===== config.mk =====
export PLATFORM = sky130hd
export DESIGN_NAME = rst_seq_ctrl
export DESIGN_NICKNAME = d
export VERILOG_FILES = /design/src/rtl/rst_seq_pkg.sv /design/src/rtl/rst_pin_filter.sv /design/src/rtl/rst_src_arb.sv /design/src/rtl/rst_seq_fsm.sv /design/src/rtl/rst_seq_ctrl.sv
export SDC_FILE = /design/constraint.sdc
export NUM_CORES = 1
export LEC_CHECK = 0
export ABC_CLOCK_PERIOD_IN_PS = 3000
export BUFFER_PORTS_ARGS = -buffer_cell sky130_fd_sc_hd__buf_4
export CAP_MARGIN = 20
export CORE_MARGIN = 4
export CORE_UTILIZATION = 52
export DETAILED_ROUTE_END_ITERATION = 6
export PLACE_DENSITY_LB_ADDON = 0.2
export SETUP_SLACK_MARGIN = 0.3
export SYNTH_ARGS = -nofsm -noshare
export SYNTH_HDL_FRONTEND = slang
export SYNTH_HIERARCHICAL = 1
export SYNTH_SLANG_ARGS = --single-unit

===== constraint.sdc =====
create_clock -name clk_i -period 3 [get_ports clk_i]
set_input_delay 0 -clock clk_i [delete_from_list [all_inputs] [get_ports clk_i]]
set_output_delay 0 -clock clk_i [all_outputs]
set_load 0.02 [all_outputs]

===== src/rtl/rst_seq_pkg.sv =====
package rst_seq_pkg;
  localparam int N_SRC  = 9;
  localparam int STAT_W = N_SRC + 1;
  localparam int SRC_POR = 0;
  localparam int SRC_EXT = 1;
  localparam int SRC_LOL = 2;
  localparam int SRC_LOC = 3;
  localparam int SRC_WDG = 4;
  localparam int SRC_JTG = 5;
  localparam int SRC_CHK = 6;
  localparam int SRC_SWS = 7;
  localparam int SRC_SWX = 8;
  localparam int GLITCH_BIT = 9;
  localparam int BOOT_EARLY = 4;
endpackage


===== src/rtl/rst_pin_filter.sv =====
module rst_pin_filter #(
  parameter int FILT_W = 3
) (
  input  logic clk_i,
  input  logic rst_ni,
  input  logic pin_ni,
  output logic req_o,
  output logic glitch_o
);
  localparam int CW = $clog2(FILT_W + 1);

  logic s1_q, s2_q;
  logic [CW-1:0] low_q;

  always_ff @(posedge clk_i or negedge rst_ni) begin
    if (!rst_ni) begin
      s1_q  <= 1'b1;
      s2_q  <= 1'b1;
      low_q <= '0;
    end else begin
      s1_q <= pin_ni;
      s2_q <= s1_q;
      if (s2_q) low_q <= '0;
      else if (low_q != CW'(FILT_W)) low_q <= low_q + 1'b1;
    end
  end

  // request once per qualified low period
  assign req_o    = !s2_q && (low_q == CW'(FILT_W - 1));
  assign glitch_o = s2_q && (low_q != '0) && (low_q < CW'(FILT_W));
endmodule


===== src/rtl/rst_src_arb.sv =====
module rst_src_arb #(
  parameter int N = 9
) (
  input  logic [N-1:0] req_i,
  output logic [N-1:0] grant_o,
  output logic         any_o
);
  always_comb begin
    grant_o = '0;
    for (int i = N - 1; i >= 0; i--) begin
      if (req_i[i]) grant_o = N'(1) << i;
    end
  end
  assign any_o = |req_i;
endmodule


===== src/rtl/rst_seq_fsm.sv =====
module rst_seq_fsm #(
  parameter int HOLD_C0 = 8,
  parameter int HOLD_C1 = 12,
  parameter int HOLD_C2 = 16,
  parameter int HOLD_C3 = 24,
  parameter logic [1:0] BOOT_DFLT = 2'b00,
  parameter logic [1:0] PLL_DFLT  = 2'b01
) (
  input  logic       clk_i,
  input  logic       rst_ni,
  input  logic       start_i,
  input  logic       int_i,
  input  logic       cfg_en_i,
  input  logic [1:0] boot_pins_i,
  input  logic [1:0] pll_pins_i,
  output logic       rst_out_o,
  output logic       int_rst_o,
  output logic       bam_start_o,
  output logic [1:0] boot_mode_o,
  output logic [1:0] pll_cfg_o
);
  import rst_seq_pkg::*;

  localparam int HM01  = (HOLD_C0 > HOLD_C1) ? HOLD_C0 : HOLD_C1;
  localparam int HM23  = (HOLD_C2 > HOLD_C3) ? HOLD_C2 : HOLD_C3;
  localparam int HMAX  = (HM01 > HM23) ? HM01 : HM23;
  localparam int CNT_W = $clog2(HMAX);

  function automatic logic [CNT_W-1:0] hold_m1(input logic [1:0] c);
    case (c)
      2'd0:    return CNT_W'(HOLD_C0 - 1);
      2'd1:    return CNT_W'(HOLD_C1 - 1);
      2'd2:    return CNT_W'(HOLD_C2 - 1);
      default: return CNT_W'(HOLD_C3 - 1);
    endcase
  endfunction

  logic             busy_q, int_q, bam_q;
  logic [CNT_W-1:0] cnt_q;
  logic [1:0]       boot_q, pll_q;
  logic [1:0]       cap_boot, cap_pll;

  assign cap_boot = cfg_en_i ? boot_pins_i : BOOT_DFLT;
  assign cap_pll  = cfg_en_i ? pll_pins_i  : PLL_DFLT;

  always_ff @(posedge clk_i or negedge rst_ni) begin
    if (!rst_ni) begin
      busy_q <= 1'b1;
      int_q  <= 1'b1;
      bam_q  <= 1'b0;
      cnt_q  <= hold_m1(PLL_DFLT);
      boot_q <= BOOT_DFLT;
      pll_q  <= PLL_DFLT;
    end else begin
      bam_q <= 1'b0;
      if (!busy_q) begin
        if (start_i) begin
          busy_q <= 1'b1;
          int_q  <= int_i;
          cnt_q  <= hold_m1(pll_q);
        end
      end else begin
        if (cnt_q == CNT_W'(BOOT_EARLY)) boot_q <= cap_boot;
        if (cnt_q == '0) begin
          busy_q <= 1'b0;
          pll_q  <= cap_pll;
          bam_q  <= int_q;
        end else begin
          cnt_q <= cnt_q - 1'b1;
        end
      end
    end
  end

  assign rst_out_o   = busy_q;
  assign int_rst_o   = busy_q & int_q;
  assign bam_start_o = bam_q;
  assign boot_mode_o = boot_q;
  assign pll_cfg_o   = pll_q;
endmodule


===== src/rtl/rst_seq_ctrl.sv =====
module rst_seq_ctrl #(
  parameter int HOLD_C0 = 8,
  parameter int HOLD_C1 = 12,
  parameter int HOLD_C2 = 16,
  parameter int HOLD_C3 = 24,
  parameter int FILT_W  = 3,
  parameter logic [1:0] BOOT_DFLT = 2'b00,
  parameter logic [1:0] PLL_DFLT  = 2'b01
) (
  input  logic       clk_i,
  input  logic       rst_ni,
  input  logic       ext_rst_ni,
  input  logic       lol_i,
  input  logic       loc_i,
  input  logic       wdog_i,
  input  logic       jtag_i,
  input  logic       chkstop_i,
  input  logic       sw_sys_i,
  input  logic       sw_ext_i,
  input  logic       cfg_en_i,
  input  logic [1:0] boot_pins_i,
  input  logic [1:0] pll_pins_i,
  output logic       int_rst_o,
  output logic       rst_out_o,
  output logic       bam_start_o,
  output logic [9:0] status_o,
  output logic [1:0] boot_mode_o,
  output logic [1:0] pll_cfg_o
);
  import rst_seq_pkg::*;

  logic             ext_req, glitch_p, any_req, start;
  logic [N_SRC-1:0] req, grant;
  logic [STAT_W-1:0] stat_q;

  rst_pin_filter #(.FILT_W(FILT_W)) u_filt (
    .clk_i(clk_i), .rst_ni(rst_ni), .pin_ni(ext_rst_ni),
    .req_o(ext_req), .glitch_o(glitch_p)
  );

  // power-on slot is driven by the asynchronous reset itself
  assign req = {sw_ext_i, sw_sys_i, chkstop_i, jtag_i, wdog_i,
                loc_i, lol_i, ext_req, 1'b0};

  rst_src_arb #(.N(N_SRC)) u_arb (
    .req_i(req), .grant_o(grant), .any_o(any_req)
  );

  assign start = any_req & ~rst_out_o;

  rst_seq_fsm #(
    .HOLD_C0(HOLD_C0), .HOLD_C1(HOLD_C1), .HOLD_C2(HOLD_C2), .HOLD_C3(HOLD_C3),
    .BOOT_DFLT(BOOT_DFLT), .PLL_DFLT(PLL_DFLT)
  ) u_fsm (
    .clk_i(clk_i), .rst_ni(rst_ni), .start_i(start), .int_i(~grant[SRC_SWX]),
    .cfg_en_i(cfg_en_i), .boot_pins_i(boot_pins_i), .pll_pins_i(pll_pins_i),
    .rst_out_o(rst_out_o), .int_rst_o(int_rst_o), .bam_start_o(bam_start_o),
    .boot_mode_o(boot_mode_o), .pll_cfg_o(pll_cfg_o)
  );

  always_ff @(posedge clk_i or negedge rst_ni) begin
    if (!rst_ni) begin
      stat_q <= STAT_W'(1) << SRC_POR;
    end else if (start) begin
      stat_q <= {stat_q[GLITCH_BIT] | glitch_p, grant};
    end else begin
      stat_q[GLITCH_BIT] <= stat_q[GLITCH_BIT] | glitch_p;
    end
  end

  assign status_o = stat_q;
endmodule


==> results of run 1 <==
[kinds of logic after synthesis]
logic type	Yosys count
AOI/OAI and AO/OA	13
xor gates and xnor gates	1
adders and majority gates	6
buffers and inverters	17
DFF	26
muxes	15
other	1
and+or+nand+nor	31
[final cells by class]
class | instances | area share, %
Clock buffer | 4 | 2.12
Inverter | 13 | 2.85
Multi-Input combinational cell | 71 | 36.5
Sequential cell | 26 | 38.7
Tap cell | 30 | 2.19
Timing Repair Buffer | 38 | 17.7
[cell usage in the layout, fill, tap and decap left out, types with 3 or more instances in the layout]
cell type,synthesis,routed
buf_4,1,31
dlygate4sd3_1,0,7
ha_1,6,6
mux2_4,9,9
clkbuf_4,0,3
conb_1,1,5
o21ai_0,3,3
mux2i_1,4,4
dfstp_2,9,9
nor2b_1,3,3
nor3b_1,3,3
inv_1,13,13
nand2b_1,3,3
dfrtp_1,17,17
nor2_1,4,3
[worst max path at each step]
stage / from / endpoint / slack (ns) / depth (start not counted)
finish: u_filt/low_q[0] / u_fsm/int_q / 0.44 / 8
global route: u_filt/low_q[0] / u_fsm/cnt_q[0] / 0.32 / 9
CTS: u_filt/low_q[0] / u_fsm/cnt_q[0] / 0.32 / 9
detailed placement: u_filt/low_q[0] / u_fsm/cnt_q[0] / 0.35 / 9
global placement: u_filt/low_q[0] / u_fsm/cnt_q[0] / 0.42 / 9
floorplan: u_filt/low_q[0] / u_fsm/cnt_q[0] / 0.43 / 11
[power groups by stage]
stage	Combinational, W	Sequential, W	Clock (W)
3_5_place_dp	0.000566	0.000592	0
3_3_place_gp	0.000552	0.000586	0
2_1_floorplan	0.000349	0.000633	0
6_report	0.000579	0.000584	0.000173
4_1_cts	0.000585	0.000584	0.000184
5_1_grt	0.000640	0.000604	0.000196
[worst register-to-register path: stages, from the launching register on]
cell      delay, ns
dfrtp_1        0.42
inv_1          0.08
ha_1           0.18
nor2b_1        0.15
or4_4          0.46
or4_4          0.49
nor2b_4        0.21
nand2b_1       0.16
mux2_2         0.34
[per-stage QoR]
stage          instance area (sq um)  power (W)  util, %
2_1_floorplan                   1370   0.000982        -
3_3_place_gp                    1600    0.00114     64.5
3_5_place_dp                    1600    0.00116     64.5
4_1_cts                         1710    0.00135     68.8
5_1_grt                         1710    0.00144     69.1
6_report                        1710    0.00134     69.1
[flip-flops by register name (all words and copies together), names as in the netlist]
register           count
u_fsm/int_q            1
u_fsm/pll_cfg_o        2
u_fsm/boot_mode_o      2
u_filt/s1_q            1
status_o              10
u_fsm/rst_out_o        1
u_filt/s2_q            1
u_fsm/bam_start_o      1
u_filt/low_q           2
u_fsm/cnt_q            5
[synth_stat cells, drive strengths merged (2+ instances only)]
cell	count
ha	6
mux2	11
dfstp	9
a21oi	3
nor2b	4
or4	2
mux2i	4
o21ai	3
and2	2
nand2b	3
nand2	2
inv	13
o211ai	2
nor3	2
nor4b	3
dfrtp	17
nor3b	3
nor2	4
buf	4
[routing by layer]
layer | vias up | routed length [um]
li1 | 456 | -
met1 | 455 | 1030
met2 | 13 | 1280
met3 | 4 | 97
met4 | 0 | 31
met5 | - | 0
[timing repair]
| action | in CTS | in global routing |
|---|---|---|
| hold endpoints to repair | 31 | 0 |
| endpoints found under the setup margin | 0 | 5 |
| resized for setup | 0 | 2 |
| hold buffers | 7 | 0 |
==> impl_metrics.ini, run 1 <==
[placement]
gp_congestion = 0.742
place_ws_ns = 0.352
portBuffers = 31
dp_hpwl_um = 1840
dp.cells = 171

[job]
max_cap_violations = 0

[min_path]
holdPathEnd = u_fsm/int_q
hp-class = in2reg
worstHoldStart = sw_sys_i
hold_depth = 4

[final_layout]
nets = 174
final_cells = 182
multi_input_area_sq_um = 624
antennaDiodeCount = 0
area.growth.synth_to_final_pct = 26.7
seqCellArea_sq_um = 662
drive_gt1_share_pct = 42.1
fillCellCount = 193

[grt]
met1_usage_pct = 20.0
met2_usage_pct = 26.7
grt_max_degree = 27
grt_util_met3_pct = 3.05
top_usage_layer = met2
globalRouteTotalUtil_pct = 15.9
gr-total-overflow = 0
antenna_found_initial = 0
grt_first_pass_wirelength_um = 4200
grt_pass1_vias = 952

[timing]
rsz0062_at_grt = no
fin_crit_sh_pct = 85.2
setup_viol = 0
setup_tns_ns = 0
fmax_ghz = 0.391
whs_ns = 0.0500
skew_ns = 0.00458
maxSlewViolCount = 0
setup_slack_ns = 0.444
fin_crit_ns = 2.56
hold_violations = 0

[yosys]
synth_top_area_share_pct = 31.5
synth_edf_count = 0
synth_compound_area_share_pct = 7.04
synth_fa_ha_area_share_pct = 5.56
seq_area_frac_synth_pct = 49.0
synth_area_leaders = dfrtp_1, dfstp_2, mux2_4
synth_top_family_by_area = simple AND/OR/NAND/NOR gates
ys_ff_latch = 26
synth-xor-area-share_pct = 0.648
yosysWarnings = 6
synth_largest_area_cell = dfrtp_1
synth-async-reset-ratio_pct = 100
netlist_area_sq_um = 1350
synthCells = 110
syn_avg_cell_area_sq_um = 12.3
synth_simple_gate_area_share_pct = 16.5
synth-main-ff-cell = dfrtp_1
synth.distinct_cells = 39
synth_mux_area_share_pct = 14.6

[power_and_ir_drop]
p_int_w = 0.000851
power_switching_w = 0.000485
pwr-share-clk_pct = 13.0
powerDensity_nw_per_um2 = 781
worst_ir_drop_vdd_mv = 0.593
p_seq_share_pct = 43.7
combPwrFrac_pct = 43.3
sw_frac_of_total_pct = 36.3
p_leak_nw = 0.834

[floorplanning]
row_count = 18
initial_core_util_pct = 54.5
die-area_sq_um = 3480
die_h_um = 59.0
die_w_um = 59.0
fp.coreArea_sq_um = 2480
top_level_ports = 32

[setup_path]
crit_chain = inv_1 -> ha_1 -> nor2b_1 -> or4_4 -> or4_4 -> nor2b_4 -> nand2b_1 -> mux2_2
cpPeakStageDelay_ns = 0.49
crit_required_ns = 3.25
path_class = reg2reg
cp.buffers_inverters = 1
crit_top_cell = or4_4
r2r_cells = 8
critPathCaptureType = flip-flop
timing.rr.end = u_fsm/int_q
start_kind = flip-flop
crit_family = simple AND/OR/NAND/NOR gates
cpMaxStageDelayCell = or4_4
r2r_slack_ns = 0.44
cp_max_fo = 12
critical_path_arrival_ns = 2.81
r2r_start = u_filt/low_q[0]

[clocking]
cts_buffers = 3
cts-root-buf = clkbuf_4
clock_path_buffers = 2
clk_latency_ns = 0.31
cts_tree = yes
post-cts-setup-buffer-count = 0
cts.sinks = 26
htreeDepth = 1
clk_pin_slew_ns = 0.14

[routing]
final_antenna_net_count = 0
vias = 928
wire_per_inst_um = 13.4
drtIter0Drc = 11
firstDrtPassIters = 4
drc = 0
viasPerCell = 5.10
drt-total-wl_um = 2450

[status]
status = completed
Power figures use the tool's default switching activity.
==> run 2: changes to the inputs <==
--- a/config.mk
+++ b/config.mk
@@ -8,6 +8,7 @@
 export ABC_CLOCK_PERIOD_IN_PS = 3000
 export BUFFER_PORTS_ARGS = -buffer_cell sky130_fd_sc_hd__buf_4
 export CAP_MARGIN = 20
+export CORE_ASPECT_RATIO = 1.4
 export CORE_MARGIN = 4
 export CORE_UTILIZATION = 52
 export DETAILED_ROUTE_END_ITERATION = 6
==> run 2 against run 1 <==
Clock skew rose by 0.0012 ns. Routed wire length rose by 9.9%. Hold slack got worse by 0.025 ns. Register-to-register slack got worse by 0.03 ns.
==> impl_metrics.ini, run 2 (synthesis gave the netlist of run 1 again) <==
[setup_path]
timing.rr.end = u_fsm/cnt_q[0]
cpMaxStageDelayCell = or4_4
critical_path_arrival_ns = 2.84
r2r_slack_ns = 0.42
r2r_start = u_filt/low_q[0]
crit_top_cell = or4_4
cpPeakStageDelay_ns = 0.49
startpoint = u_filt/low_q[0]
crit_path_end = u_fsm/cnt_q[0]
path_class = reg2reg
critPathCaptureType = flip-flop
start_kind = flip-flop
r2r_cells = 9
cp_max_fo = 12
crit_required_ns = 3.26
crit_chain = inv_1 -> ha_1 -> nor2b_1 -> or4_4 -> or4_4 -> nor2b_4 -> nor2_2 -> a21oi_2 -> mux2_2

[job]
max_cap_violations = 0

[routing]
drtIter0Drc = 8
final_antenna_net_count = 0
vias = 971
wire_per_inst_um = 14.4
viasPerCell = 5.19
drc = 0
firstDrtPassIters = 4
drt-total-wl_um = 2690

[floorplanning]
die_w_um = 51.1
die_h_um = 68.3
fp.coreArea_sq_um = 2440
initial_core_util_pct = 55.3
row_count = 21
die-area_sq_um = 3490
top_level_ports = 32

[grt]
grt_pass1_vias = 1057
antenna_found_initial = 0
gr-total-overflow = 0
grt_max_degree = 27
globalRouteTotalUtil_pct = 17.8
grt_first_pass_wirelength_um = 4640

[timing]
hold_violations = 0
setup_viol = 0
fmax_ghz = 0.387
maxSlewViolCount = 0
rsz0062_at_grt = no
setup_tns_ns = 0
fin_crit_sh_pct = 86.0
setup_slack_ns = 0.419
fin_crit_ns = 2.58
whs_ns = 0.0252
skew_ns = 0.00582

[clocking]
clk_latency_ns = 0.32
cts_buffers = 3
cts.sinks = 26
clock_path_buffers = 2
clk_pin_slew_ns = 0.13
cts-root-buf = clkbuf_4
htreeDepth = 1
cts_tree = yes

[final_layout]
antennaDiodeCount = 0
fillCellCount = 200
utilization_pct = 70.1
area.growth.synth_to_final_pct = 26.9
final_common_cell = buf_4
most-common-layout-cells = buf_4, dfrtp_1, inv_1, mux2_4, dfstp_2
nets = 175
drive_gt1_share_pct = 41.8
largest_reg_flops = 10

[placement]
dp_hpwl_um = 1960
gp_congestion = 0.756
place_ws_ns = 0.329
portBuffers = 31

[power_and_ir_drop]
worst_ir_drop_vdd_mv = 0.483
p_leak_nw = 0.833
powerDensity_nw_per_um2 = 779

[min_path]
hp-class = in2reg

[status]
status = completed
[run 2: worst min path at each step]
stage,from,end,cells after the start
floorplan,rst_ni,status_o[1],0
global placement,rst_ni,status_o[1],1
detailed placement,rst_ni,u_filt/low_q[1],1
CTS,sw_sys_i,u_fsm/int_q,4
global route,sw_sys_i,u_fsm/int_q,4
finish,sw_sys_i,u_fsm/int_q,4
[run 2: timing repair]
| item | CTS | global route |
|---|---|---|
| hold buffers | 7 | 0 |
| endpoints found under the setup margin | 0 | 5 |
| endpoints found under the hold margin | 31 | 0 |
| gates resized for setup | 0 | 2 |
| setup buffers | 0 | 1 |
[run 2: area by class of cell]
class                           count  area [sq um]  area share [%]
Multi-Input combinational cell     71           624            36.4
Inverter                           13          48.8            2.85
Timing Repair Buffer               39           310            18.1
Clock buffer                        4          26.3            1.53
Sequential cell                    26           662            38.6
Tap cell                           34          42.5            2.48
[run 2: where the power goes]
part	leakage, nW	switching (W)	internal [W]
registers	0.318	0.000109	0.000478
clock network	0.0150	0.0000971	0.0000520
logic	0.501	0.000296	0.000303
[run 2: critical path: cells and delay by family (launching register included)]
family | cells | cell delay (ns)
simple gates | 5 | 1.51
flops | 1 | 0.40
mux | 1 | 0.27
fa+ha+maj | 1 | 0.18
buf+inv | 1 | 0.08
compound gates | 1 | 0.06
[run 2: metrics by stage]
stage | cell area [sq um] | total power [W] | instances
6_report | 1710 | 0.00133 | 187
5_1_grt | 1710 | 0.00142 | 187
4_1_cts | 1700 | 0.00133 | 186
3_5_place_dp | 1600 | 0.00116 | 175
3_3_place_gp | 1600 | 0.00114 | 175
2_1_floorplan | 1370 | 0.000982 | 114
[run 2: metal layers]
layer / vias to the layer above / track usage, % / wire [um] / share of wire [%]
met5: - / 0 / 0 / 0
met4: 0 / 9.43 / 42 / 1.6
met3: 4 / 2.61 / 113 / 4.2
met2: 21 / 33.5 / 1530 / 57
met1: 485 / 18.8 / 999 / 37
li1: 461 / - / - / -
==> run 3: changes to the inputs <==
--- a/config.mk
+++ b/config.mk
@@ -5,12 +5,13 @@
 export SDC_FILE = /design/constraint.sdc
 export NUM_CORES = 1
 export LEC_CHECK = 0
+export ABC_AREA = 1
 export ABC_CLOCK_PERIOD_IN_PS = 3000
 export BUFFER_PORTS_ARGS = -buffer_cell sky130_fd_sc_hd__buf_4
 export CAP_MARGIN = 20
 export CORE_ASPECT_RATIO = 1.4
 export CORE_MARGIN = 4
-export CORE_UTILIZATION = 52
+export CORE_UTILIZATION = 53
 export DETAILED_ROUTE_END_ITERATION = 6
 export PLACE_DENSITY_LB_ADDON = 0.2
 export SETUP_SLACK_MARGIN = 0.3
==> run 3 against run 2 <==
Count of clock-buffer cells in the layout stayed put. Clock power increased by 17%. Sequential cell count is the same. Via count increased by 21%. Critical path depth grew 3. First-iteration DRC count grew to 3.6 times the previous value. Area after synthesis up 3.3%. Synthesized cell count rose by 46%. Sequential share of layout area fell by 1.8 points. Worst setup slack improved by 0.45 ns. Largest power group unchanged. Highest routed layer unchanged.
==> impl_metrics.ini, run 3 <==
[floorplanning]
fp.coreArea_sq_um = 2470
die_w_um = 51.4
top_level_ports = 32
die_h_um = 68.7
initial_core_util_pct = 56.5
die-area_sq_um = 3530
row_count = 21

[setup_path]
path_depth = 12
crit_chain = inv_1 -> ha_1 -> inv_1 -> nor2_1 -> nor2_4 -> nand2_4 -> nor2_2 -> nand2_1 -> nand2_8 -> inv_1 -> nand2_4 -> mux2_4
cp.buffers_inverters = 3
cp_max_fo = 10
crit_required_ns = 3.27
critical_path_arrival_ns = 2.40
r2r_start = u_filt/low_q[0]
r2r_slack_ns = 0.87
start_kind = flip-flop
crit_family = simple AND/OR/NAND/NOR gates
r2r_cells = 12
path_class = reg2reg
cpPeakStageDelay_ns = 0.40
cpMaxStageDelayCell = dfrtp_1
timing.rr.end = u_fsm/int_q
crit_top_cell = inv_1
critPathCaptureType = flip-flop

[routing]
final_antenna_net_count = 0
wire_per_inst_um = 12.4
viasPerCell = 4.88
vias = 1172
firstDrtPassIters = 4
drt-total-wl_um = 2970
drtIter0Drc = 29
drc = 0

[yosys]
synth-main-ff-cell = dfrtp_1
synth_common_cells = nand2_1, nand3_1, inv_1, dfrtp_1, nor2_1
synth.distinct_cells = 26
synth_largest_area_cell = dfrtp_1
synth_area_leaders = dfrtp_1, dfstp_2, nand2_1
synth.most_common_cell = nand2_1
synthCells = 161
netlist_area_sq_um = 1400
synth_edf_count = 0
synth-async-reset-ratio_pct = 100
syn_avg_cell_area_sq_um = 8.67
yosysWarnings = 6
synth_top_area_share_pct = 30.5
seq_area_frac_synth_pct = 47.4
ys_ff_latch = 26

[power_and_ir_drop]
finalPower_w = 0.00140
worst_ir_drop_vdd_mv = 0.444
powerDensity_nw_per_um2 = 781
p_leak_nw = 0.948

[final_layout]
post-route-cell-area_sq_um = 1800
most-common-layout-cells = nand2_1, buf_4, nand3_1, inv_1, dfrtp_1
nets = 228
drive_gt1_share_pct = 32.5
area.growth.synth_to_final_pct = 28.7
largest_reg_flops = 10
final_common_cell = nand2_1
antennaDiodeCount = 0

[clocking]
clk_latency_ns = 0.32
cts_buffers = 3
cts-root-buf = clkbuf_4
htreeDepth = 1
clock_path_buffers = 2
cts.sinks = 26
clk_pin_slew_ns = 0.14
cts_resized = 0
cts_tree = yes

[grt]
grt_max_degree = 27
antenna_found_initial = 0
globalRouteTotalUtil_pct = 19.9
grt_pass1_vias = 1227
grt_first_pass_wirelength_um = 5210
gr-total-overflow = 0

[timing]
setup_viol = 0
rsz0062_at_grt = no
fmax_ghz = 0.469
fin_crit_sh_pct = 71.0
hold_violations = 0
skew_ns = 0.00960
setup_slack_ns = 0.870
maxSlewViolCount = 0
fin_crit_ns = 2.13
setup_tns_ns = 0

[min_path]
worstHoldStart = chkstop_i
hp-class = in2reg
hold_depth = 5
holdPathEnd = status_o[6]

[placement]
dp_hpwl_um = 2240
portBuffers = 31
place_ws_ns = 0.870
place_area_sq_um = 1660
gp_congestion = 0.776

[status]
status = completed

[job]
max_cap_violations = 0
==> run 3: cell count changes after synthesis, sizes merged, moves of 10 or more <==
cell,previous run,this run
inv,13,23
mux2,11,1
nand2,2,48
nand3,0,22
nor2,4,21
==> run 3: worst min-delay path, stage by stage <==
cell and delay, ns:
buf_4 0.12, nand2_1 0.07, nor2_1 0.04, nand3_1 0.07, nand2_1 0.05
==> run 3: cell families (layout without fill, tap and decap cells) <==
logic type	count (synthesis)	after routing	synth area share [%]
simple gates	94	94	34.6
flops	26	26	47.4
buf+inv	25	68	7.89
compound gates	8	8	3.40
fa+ha+maj	6	6	5.38
other cells	1	3	0.269
mux	1	1	1.07
==> run 3: what timing repair did <==
action / 4_1_cts / 5_1_grt
setup buffers: 0 / 0
endpoints found under the hold margin: 31 / 0
setup endpoints to repair: 0 / 0
hold buffers: 10 / 0
==> run 3: metrics by stage <==
step | hold WS, ns | cells | util (%)
after floorplan | -0.296 | 163 | -
after global placement | -0.0839 | 226 | 67.2
after detailed placement | -0.0729 | 226 | 67.2
after CTS | 0.0381 | 240 | 72.7
after global routing | 0.0492 | 240 | 72.7
final | 0.0432 | 240 | 72.7
==> run 3: area by class of cell <==
type | instances | area [sq um]
clock buffers | 4 | 36.3
fillers | 214 | 673
inverters | 23 | 91.3
multi-input cells | 112 | 632
flip-flops and latches | 26 | 662
well taps | 34 | 42.5
repair buffers | 41 | 333
==> run 3: worst max-delay path by stage <==
| stage | startpoint | to | slack (ns) |
|---|---|---|---|
| floorplan | u_filt/low_q[0] | u_fsm/int_q | 1.18 |
| global placement | u_filt/low_q[0] | u_fsm/int_q | 0.97 |
| detailed placement | u_filt/low_q[0] | u_fsm/int_q | 0.87 |
| CTS | u_filt/low_q[0] | u_fsm/int_q | 0.86 |
| global route | u_filt/low_q[0] | u_fsm/int_q | 0.67 |
| finish | u_filt/low_q[0] | u_fsm/int_q | 0.87 |
==> run 3: routing by layer <==
layer | wire (um) | GRT usage (%) | vias to the layer above
met5 | 0 | 0 | -
met4 | 69 | 10.5 | 0
met3 | 108 | 2.15 | 7
met2 | 1630 | 38.2 | 29
met1 | 1160 | 21.0 | 548
li1 | - | - | 588
==> run 3: power breakdown <==
part | total [W] | switching [W] | internal, W | leakage [nW]
registers | 0.000581 | 0.000101 | 0.000481 | 0.316
logic | 0.000647 | 0.000397 | 0.000250 | 0.610
clock network | 0.000175 | 0.000101 | 0.0000743 | 0.0210
